File: src/rtl/trap_entry_unit.sv
module trap_entry_unit #(
  parameter int DW = 32,
  parameter int AW = 32,
  parameter int SM_POS = 0,
  parameter int EA_POS = 2,
  parameter int DB_POS = 3,
  parameter int DS_POS = 4,
  parameter int IE_POS = 5,
  parameter logic [AW-1:0] BRK_VEC = 32'hFFFF_F128,
  parameter logic [AW-1:0] IRQ_VEC = 32'hFFFF_F138
) (
  input  logic          clk,
  input  logic          rst_n,
  input  logic          step_i,
  input  logic [AW-1:0] cur_pc_i,
  input  logic [AW-1:0] nxt_pc_i,
  input  logic [AW-1:0] brk_addr_i,
  input  logic          trap_i,
  input  logic          dbg_trap_i,
  input  logic          irq_i,
  input  logic          sts_we_i,
  input  logic [DW-1:0] sts_wdata_i,
  input  logic          sp_we_i,
  input  logic [AW-1:0] sp_wdata_i,
  output logic [DW-1:0] status_o,
  output logic [DW-1:0] bak_status_o,
  output logic [DW-1:0] dbg_status_o,
  output logic [AW-1:0] bak_pc_o,
  output logic [AW-1:0] dbg_pc_o,
  output logic [AW-1:0] sp_o,
  output logic [AW-1:0] sp_bank0_o,
  output logic [AW-1:0] sp_bank1_o,
  output logic          sp_sel_o,
  output logic          irq_pending_o,
  output logic          redirect_o,
  output logic [AW-1:0] redirect_pc_o
);
  localparam logic [DW-1:0] ONE  = {{(DW-1){1'b0}}, 1'b1};
  localparam logic [DW-1:0] M_SM = ONE << (DW-1-SM_POS);
  localparam logic [DW-1:0] M_EA = ONE << (DW-1-EA_POS);
  localparam logic [DW-1:0] M_DB = ONE << (DW-1-DB_POS);
  localparam logic [DW-1:0] M_DS = ONE << (DW-1-DS_POS);
  localparam logic [DW-1:0] M_IE = ONE << (DW-1-IE_POS);

  logic [DW-1:0] sts_q, bks_q, dbs_q, sts_d;
  logic [AW-1:0] bkpc_q, dbpc_q, sp_q, bank0_q, bank1_q, rpc_q, sp_eff, bank_new;
  logic          sel_q, pend_q, redir_q, sel_d;

  wire ie_on    = |(sts_q & M_IE);
  wire db_on    = |(sts_q & M_DB);
  wire brk_hit  = step_i && (cur_pc_i == brk_addr_i) && db_on;
  wire dbg_hit  = !brk_hit && dbg_trap_i;
  wire ord_hit  = !brk_hit && !dbg_trap_i && trap_i;
  wire sync_hit = brk_hit || dbg_trap_i || trap_i;
  wire irq_hit  = (irq_i || pend_q) && ie_on && !sync_hit;
  wire sw_hit   = sts_we_i && !sync_hit && !irq_hit;

  always_comb begin
    sts_d = sts_q;
    if (brk_hit)      sts_d = (sts_q & M_SM) | M_DS;
    else if (dbg_hit) sts_d = M_DS;
    else if (ord_hit) sts_d = sts_q & (M_DB | M_SM);
    else if (irq_hit) sts_d = '0;
    else if (sw_hit)  sts_d = sts_wdata_i;
  end

  assign sel_d    = |(sts_d & M_SM);
  assign sp_eff   = sp_we_i ? sp_wdata_i : sp_q;
  assign bank_new = sel_d ? bank1_q : bank0_q;

  always_ff @(posedge clk) begin
    if (!rst_n) begin
      sts_q   <= '0;
      bks_q   <= '0;
      dbs_q   <= '0;
      bkpc_q  <= '0;
      dbpc_q  <= '0;
      sp_q    <= '0;
      bank0_q <= '0;
      bank1_q <= '0;
      sel_q   <= 1'b0;
      pend_q  <= 1'b0;
      redir_q <= 1'b0;
      rpc_q   <= '0;
    end else begin
      sts_q <= sts_d;
      if (brk_hit) begin
        dbpc_q <= nxt_pc_i;
        dbs_q  <= sts_q | M_EA;
      end
      if (dbg_hit) dbs_q <= sts_q;
      if (ord_hit) bks_q <= sts_q;
      if (irq_hit) begin
        bks_q  <= sts_q;
        bkpc_q <= nxt_pc_i;
      end
      redir_q <= brk_hit || irq_hit;
      rpc_q   <= brk_hit ? BRK_VEC : (irq_hit ? IRQ_VEC : '0);
      pend_q  <= irq_hit ? 1'b0 : (pend_q || irq_i);
      if (sel_d != sel_q) begin
        if (sel_q) bank1_q <= sp_eff;
        else       bank0_q <= sp_eff;
        sp_q  <= bank_new;
        sel_q <= sel_d;
      end else begin
        sp_q <= sp_eff;
      end
    end
  end

  assign status_o      = sts_q;
  assign bak_status_o  = bks_q;
  assign dbg_status_o  = dbs_q;
  assign bak_pc_o      = bkpc_q;
  assign dbg_pc_o      = dbpc_q;
  assign sp_o          = sp_q;
  assign sp_bank0_o    = bank0_q;
  assign sp_bank1_o    = bank1_q;
  assign sp_sel_o      = sel_q;
  assign irq_pending_o = pend_q;
  assign redirect_o    = redir_q;
  assign redirect_pc_o = rpc_q;
endmodule

File: config.mk
export PLATFORM = sky130hd
export DESIGN_NAME = trap_entry_unit
export DESIGN_NICKNAME = d
export VERILOG_FILES = /design/src/rtl/trap_entry_unit.sv
export SDC_FILE = /design/constraint.sdc
export NUM_CORES = 1
export LEC_CHECK = 0
export BUFFER_PORTS_ARGS = -buffer_cell sky130_fd_sc_hd__buf_2
export CAP_MARGIN = 10
export CORE_MARGIN = 2
export CORE_UTILIZATION = 25
export DETAILED_ROUTE_END_ITERATION = 7
export GPL_TIMING_DRIVEN = 0
export PLACE_DENSITY = 0.5
export SETUP_SLACK_MARGIN = 0.05
export SLEW_MARGIN = 20
export SYNTH_ARGS = -nofsm -noshare
export SYNTH_HDL_FRONTEND = slang
export SYNTH_SLANG_ARGS = --single-unit
File: constraint.sdc
create_clock -name clk -period 10.71 [get_ports clk]
set_input_delay 2.142 -clock clk [delete_from_list [all_inputs] [get_ports clk]]
set_output_delay 2.142 -clock clk [all_outputs]
set_load 0.005 [all_outputs]
Yosys cells after proc, flatten, opt, wreduce, memory -nomap -nowiden
Cells that the tools add are included.

Bits in registers: 291. Input port bits: 168. Output and inout port bits: 291. Word-level logic and storage cells: 63.

Eq/ne operators: 2. Muxes and demuxes: 14. Bitwise gates (word level): 3. Reduce and logical (&&, ||, !) cells: 28.

Operators by type and width (number): two-way mux 32 bit (14); equality test 32 bit (1); logical AND 1 bit (9); AND reduction 2 bit (3); nonzero test 2 bit (3); nonzero test 5 bit (1); OR reduction 5 bit (1); logical NOT 1 bit (4); logical OR 1 bit (4); OR reduction 2 bit (2); inverter 1 bit (3); OR reduction 3 bit (1); != test 1 bit (1).

Longest topological paths before layout
Gate-level depths: netlist of the first run.

Word-level depth: 16. Mapped depth: 14. Depth with buffers taken out: 10.

Worst setup path after synthesis of the first run
OpenSTA, ideal clock, no wires.

Path kind: input to register. Start point: input port brk_addr_i[0]. End point: register sp_q[10] (netlist: sp_o[10]). Arrival: 5.277 ns. Path slack: 5.375 ns. Cell stages on the path: 14. Buffers on the path: 4. Cells stage by stage: xor2_1 nor4_1 nand4_1 or4_1 buf_2 mux2_2 ha_1 clkbuf_1 or2_2 clkbuf_1 clkbuf_1 nor2_1 a221oi_1 o221a_2.

Longest elaborated chain between the ends: 16.

Ends and longest elaborated chain: start: declaration (line 17) `input logic [AW-1:0] brk_addr_i,`; equality test 32 bit * (line 51) `wire brk_hit = step_i && (cur_pc_i == brk_addr_i) && db_on;`; logical AND 1 bit * (2 in series) (line 51); logical OR 1 bit (2 in series) (line 54) `wire sync_hit = brk_hit || dbg_trap_i || trap_i;`; logical NOT 1 bit (line 55, 56); logical AND 1 bit (line 55) `wire irq_hit = (irq_i || pend_q) && ie_on && !sync_hit;`; logical NOT 1 bit (line 56) `wire sw_hit = sts_we_i && !sync_hit && !irq_hit;`; logical AND 1 bit (line 56); two-way mux 32 bit (line 64) `else if (sw_hit) sts_d = sts_wdata_i;`; two-way mux 32 bit (line 63) `else if (irq_hit) sts_d = '0;`; two-way mux 32 bit (line 62) `else if (ord_hit) sts_d = sts_q & (M_DB | M_SM);`; two-way mux 32 bit (line 61) `else if (dbg_hit) sts_d = M_DS;`; two-way mux 32 bit * (line 60) `if (brk_hit) sts_d = (sts_q & M_SM) | M_DS;`; two-way mux 32 bit / != test 1 bit (equally long branches) (line 69, 100); two-way mux 32 bit * (line 100) `if (sel_d != sel_q) begin`; end signal: assignment (line 103) `sp_q <= bank_new;`; end signal: assignment (line 106) `sp_q <= sp_eff;`; end: declaration (line 46) `logic [AW-1:0] bkpc_q, dbpc_q, sp_q, bank0_q, bank1_q, rpc_q, sp_eff, bank_new;`.

Mark *: on every way between the ends. The rest lies on a longest branch, timed or not. The select of a mux whose other input is x is not followed. A chain may end at the register's enable or synchronous reset.

Worst setup path after layout of the first run
Start point: input port brk_addr_i[20]. End point: register sp_q[28] (netlist: sp_o[28]).

Same word-level chain as after synthesis.

==> results of run 1 <==
## Yosys cell counts (4+ instances only)
cell,count
a211oi_1,32
a21oi_1,34
a221oi_1,34
a221oi_2,30
buf_1,6
buf_2,18
buf_4,31
clkbuf_1,69
dfxtp_1,260
mux2i_1,157
nand2_1,133
nand4_1,4
nor2_1,192
nor4_1,9
o221a_2,32
xnor2_1,4
xor2_1,28
## cell families (layout without fill, tap and decap cells)
kind of cell | count (synthesis) | after routing | share of synthesized area (%)
muxes | 159 | 159 | 14.9
other | 1 | 10 | 0.0350
AOI/OAI and AO/OA | 174 | 174 | 15.0
and+or+nand+nor | 352 | 352 | 12.9
buffers and inverters | 128 | 624 | 5.78
DFF | 260 | 260 | 48.6
xor gates and xnor gates | 32 | 32 | 2.61
adders and majority gates | 2 | 2 | 0.233
## path summary, 6_finish.rpt
kind / start / to / slack (ns) / cells past startpoint
setup / recovery: brk_addr_i[20] / sp_o[28] / 4.29 / 15
hold / removal: dbg_pc_o[3] / dbg_pc_o[3] / 0.45 / 2
setup reg to reg: status_o[28] / sp_o[28] / 6.59 / 13
hold reg to reg: dbg_pc_o[3] / dbg_pc_o[3] / 0.45 / 2
## power by group
part           internal, mW  switching (mW)  total [mW]  leakage, nW
Clock                 0.594           0.406        1.00        0.467
Combinational         0.166           0.221       0.388         4.33
Sequential             1.02          0.0443        1.07         2.11
## flip-flops by register name (all words and copies together) (netlist names)
name,flops
irq_pending_o,1
sp_bank0_o,32
sp_sel_o,1
bak_pc_o,32
bak_status_o,32
dbg_pc_o,32
sp_o,32
dbg_status_o,32
sp_bank1_o,32
status_o,32
redirect_pc_o,2
## metal layers
layer | vias up | wire length (µm) | GRT usage (%)
met3 | 62 | 2860 | 4.46
met5 | - | 27 | 0
met2 | 333 | 19200 | 29.7
met1 | 4677 | 17500 | 22.0
li1 | 4824 | - | -
met4 | 4 | 855 | 4.64
## through the flow
stage                     cell area, µm²  total power, mW  utilization (%)  hold WS [ns]  cells
after CTS                          14600             2.49             34.7         0.450   2150
final                              14600             2.46             34.7         0.449   2152
after global placement             13700             1.47             32.4         0.437   2101
after floorplan                    10700             1.30                -         0.448   1115
after global routing               14600             2.57             34.7         0.465   2152
after detailed placement           13700             1.48             32.4         0.442   2101
## worst max-delay path: stages
cell and delay, ns:
buf_2 0.10, xor2_1 0.16, nor4_1 0.57, nand4_1 0.49
or4_1 0.68, buf_2 0.26, mux2_2 0.35, ha_1 0.28
clkbuf_1 0.34, or2_2 0.18, clkbuf_1 0.24, clkbuf_1 0.52
nor2_1 0.08, a221oi_1 0.27, o221a_2 0.25
## layout make-up
cell class | instances | area share [%]
clock inverter | 4 | 0.334
antenna | 2 | 0.0342
buffer | 124 | 4.13
clock buffer | 45 | 6.15
timing repair buffer | 447 | 15.3
sequential | 260 | 35.6
multi-input combinational | 727 | 33.7
tap | 539 | 4.61
inverter | 4 | 0.103
==> impl_metrics.toml, run 1 <==
[outcome]
status = "finished clean"

[route]
firstDrtPassIters = 4
vias = 9900
drt_first_iter_violations = 382
via_per_inst = 4.60
ant_nets = 0
avgRoutedWirePerCell_um = 18.8
drcViolationCount = 0
wirelength_um = 40500

[die]
num_io_pins = 459
core-area_um2 = 42100
die_w_um = 211
dieHeight_um = 211
num_rows = 75
die-area_um2 = 44600
start_util_pct = 25.4

[synth]
synthDistinctLibCells = 40
yosysTopAreaCellShare_pct = 48.6
yosysTopAreaCell = "dfxtp_1"
yosysWarnings = 0
async_reset_ff_share_pct = 0
ys.flop_type = "dfxtp_1"
synth_edf_count = 0
synthTopCellsByArea = "dfxtp_1 49%, mux2i_1 15%, nor2_1 6.7%"
ys_ff_latch = 260
syn-cell-area_um2 = 10700
syn_inst = 1108
synth_area_per_cell_um2 = 9.68
synth-seq-area-share_pct = 48.6

[global_routing]
grt_max_degree = 25
overflow = 0
track_usage_pct = 17.5
antenna_found_initial = 4
grt_first_pass_wirelength_um = 60200
grt_pass1_vias = 9842

[worst_setup_path]
cp-end-kind = "flop"
crit_required_ns = 11.20
arrival_ns = 6.91
cp_max_fo = 10
path_class = "in2reg"
crit_path_start_kind = "input pin"

[timing]
slew_violations = 0
tightest_slew_ns = 1.01
setup_viol = 0
fin_skew_ns = 0.0209
fmax_mhz = 156
min_period_over_period_pct = 60.0
slew_headroom_pct = 32.9
final-hold-violation-count = 0
finalWorstSetupSlack_ns = 4.29
setup_tns_ns = 0
period_needed_ns = 6.42
rsz0062_at_grt = "no"

[clocking]
post_cts_buffers = 0
path_clk_slew_ns = 0.06
cts_buffers = 30
clk_latency_ns = 0.57
cts_root_buf = "clkbuf_16"
cts_max_level = 1
clock_path_buffers = 3
cts_resized = 0
cts.sinks = 260
holdBufCountCts = 0
cts_tree = "yes"

[cells_and_area]
register_area_um2 = 5200
drive_gt1_share_pct = 37.5
fillers = 4405
nets = 1764
final_cell_mix = "465 x buf_2, 260 x dfxtp_1, 192 x nor2_1"
area_growth_pct = 36.3
multiInputGateArea_um2 = 4930
layout_commonest_cell = "buf_2"

[power_and_ir_drop]
p_leak_nw = 6.90
powerDensity_nw_per_um2 = 168
ir_drop_uv = 124

[placement]
io_buffer_count = 447
dpl_worst_slack_ns = 3.69
place.gp.congestion = 0.852
hpwlAfterDp_um = 31100

[run]
max_cap_viol_count = 0

[worst_hold_path]
hp-class = "reg2reg"
Power figures use the tool's default switching activity.
==> inputs of run 2 (changes only) <==
--- a/config.mk
+++ b/config.mk
@@ -5,13 +5,14 @@
 export SDC_FILE = /design/constraint.sdc
 export NUM_CORES = 1
 export LEC_CHECK = 0
+export ABC_AREA = 1
 export BUFFER_PORTS_ARGS = -buffer_cell sky130_fd_sc_hd__buf_2
 export CAP_MARGIN = 10
 export CORE_MARGIN = 2
 export CORE_UTILIZATION = 25
 export DETAILED_ROUTE_END_ITERATION = 7
 export GPL_TIMING_DRIVEN = 0
-export PLACE_DENSITY = 0.5
+export PLACE_DENSITY = 0.52
 export SETUP_SLACK_MARGIN = 0.05
 export SLEW_MARGIN = 20
 export SYNTH_ARGS = -nofsm -noshare
==> constraint.sdc (replaced) <==
create_clock -name clk -period 5.2 [get_ports clk]
set_input_delay 1.04 -clock clk [delete_from_list [all_inputs] [get_ports clk]]
set_output_delay 1.04 -clock clk [all_outputs]
set_load 0.005 [all_outputs]
==> impl_metrics.toml, run 2 <==
[cells_and_area]
finalInstanceArea_um2 = 15200
drive_gt1_share_pct = 27.1
final_cell_mix = "468 x buf_2, 344 x nand2_1, 260 x dfxtp_1"
nets = 2257
area_growth_pct = 35.8
layout_commonest_cell = "buf_2"

[worst_setup_path]
crit_required_ns = 5.68
cp_slowest_cell = "clkbuf_1"
cp_slowest_stage_delay_ns = 0.41
cp_max_fo = 10
crit_path_start_kind = "input pin"
path_cells = "buf_2, inv_1, nand2_1, nand2_1, inv_1, nand2_1, nor2_1, nand2_1, nor2_2, nand3_4, nand4_1, nand3_1, nand2_2, nand2_2, buf_6, inv_1, ha_1, clkinv_1, clkbuf_1, o21ai_0, nor2_1"
critPathTopFamily = "simple AND/OR/NAND/NOR gates"
critPathMostFrequentCell = "nand2_1"
cp-end-kind = "flop"
arrival_ns = 4.04
path_class = "in2reg"
path_buf_inv = 7

[timing]
final-hold-violation-count = 0
min_period_over_period_pct = 68.6
tightest_slew_ns = 0.968
slew_headroom_pct = 35.5
fmax_mhz = 281
rsz0062_at_grt = "no"
period_needed_ns = 3.56
setup_tns_ns = 0
setup_viol = 0
slew_violations = 0
fin_skew_ns = 0.0141
whs_ns = 0.441

[synth]
synth_area_per_cell_um2 = 6.98
synth_edf_count = 0
yosysTopAreaCellShare_pct = 46.6
ys.flop_type = "dfxtp_1"
synth-seq-area-share_pct = 46.6
yosysTopAreaCell = "dfxtp_1"
post-synth-top-count-cell = "nand2_1"
syn_inst = 1600
synthTopCellsByCount = "344 x nand2_1, 260 x dfxtp_1, 240 x nor2_1"
async_reset_ff_share_pct = 0
yosysWarnings = 0
synthTopCellsByArea = "dfxtp_1 47%, nand2_1 12%, a21oi_1 8.5%"
ys_ff_latch = 260
synthDistinctLibCells = 30
syn-cell-area_um2 = 11200

[route]
ant_nets = 0
drt_first_iter_violations = 646
drcViolationCount = 0
wirelength_um = 43800
vias = 11903
via_per_inst = 4.41
avgRoutedWirePerCell_um = 16.2
firstDrtPassIters = 5

[global_routing]
grt_pass1_vias = 11342
grt_max_degree = 25
track_usage_pct = 18.3
overflow = 0
antenna_found_initial = 3
grt_first_pass_wirelength_um = 66700

[placement]
io_buffer_count = 448
hpwlAfterDp_um = 33700
placed_area_um2 = 14200
place.gp.congestion = 0.863

[die]
dieHeight_um = 215
die-area_um2 = 46400
core-area_um2 = 44100
start_util_pct = 25.3
num_rows = 77
die_w_um = 215
num_io_pins = 459

[power_and_ir_drop]
pwr-share-clk_pct = 42.1
p_leak_nw = 7.56
power_mw = 5.06
switching_share_pct = 27.3
power.internal_mw = 3.68
ir_drop_uv = 188
power.share.combinational_pct = 14.5
powerDensity_nw_per_um2 = 334
p_sw_mw = 1.38
pwr-share-seq_pct = 43.4

[clocking]
cts_max_level = 1
cts_resized = 0
cts.sinks = 260
cts_tree = "yes"
clock_path_buffers = 3
cts_root_buf = "clkbuf_16"
clk_latency_ns = 0.56
cts_buffers = 30
holdBufCountCts = 0
post_cts_buffers = 0
path_clk_slew_ns = 0.06

[run]
max_cap_viol_count = 0

[worst_hold_path]
hp-class = "reg2reg"

[outcome]
status = "finished clean"
-- run 2: cell families after synthesis --
logic type,after synthesis,synth area share [%]
adder cells (fa/ha/maj),2,0.224
other,1,0.0336
XOR/XNOR,9,0.706
AND/OR/NAND/NOR,670,24.5
buffers and inverters,296,11.6
flip-flops,260,46.6
AO/OA/AOI/OAI,362,16.3
-- run 2: power groups by stage --
stage	Clock, mW	Combinational (mW)	Sequential (mW)
2_1_floorplan	0	0.386	2.23
3_3_place_gp	0	0.731	2.24
3_5_place_dp	0	0.739	2.24
4_1_cts	2.19	0.742	2.20
5_1_grt	2.26	0.833	2.21
6_report	2.13	0.732	2.20
-- run 2: worst paths after layout --
path / endpoint / cells after the start / startpoint / slack, ns
hold / removal: bak_status_o[30] / 2 / bak_status_o[30] / 0.44
setup / recovery: sp_o[28] / 21 / cur_pc_i[29] / 1.64
setup reg to reg: sp_o[28] / 18 / status_o[28] / 1.82
hold reg to reg: bak_status_o[30] / 2 / bak_status_o[30] / 0.44
-- run 2: layer usage --
layer / GRT usage, % / wire (µm)
met2: 30.8 / 20500
met4: 5.70 / 1250
met5: 0 / 13
met1: 22.8 / 18600
met3: 4.69 / 3460
-- run 2: final cells by class --
class	instances	area (µm²)
Sequential cell	260	5200
Clock buffer	43	891
Buffer	138	701
Timing Repair Buffer	448	2240
Fill cell	4874	29000
Tap cell	592	741
Antenna cell	1	2.50
Inverter	158	593
Multi-Input combinational cell	1051	4700
Clock inverter	7	93.8
-- run 2: stage by stage --
step           setup slack (ns)  std cells  utilization, %
4_1_cts                    1.59       2697            34.4
2_1_floorplan              1.99       1607               -
3_5_place_dp               1.01       2647            32.1
3_3_place_gp               1.06       2647            32.1
6_report                   1.64       2698            34.4
5_1_grt                    1.29       2698            34.4
-- run 2: worst min-delay path, cell delays in order, from the launching register on --
cell	delay, ns
dfxtp_1	0.30
inv_1	0.04
a21oi_1	0.05
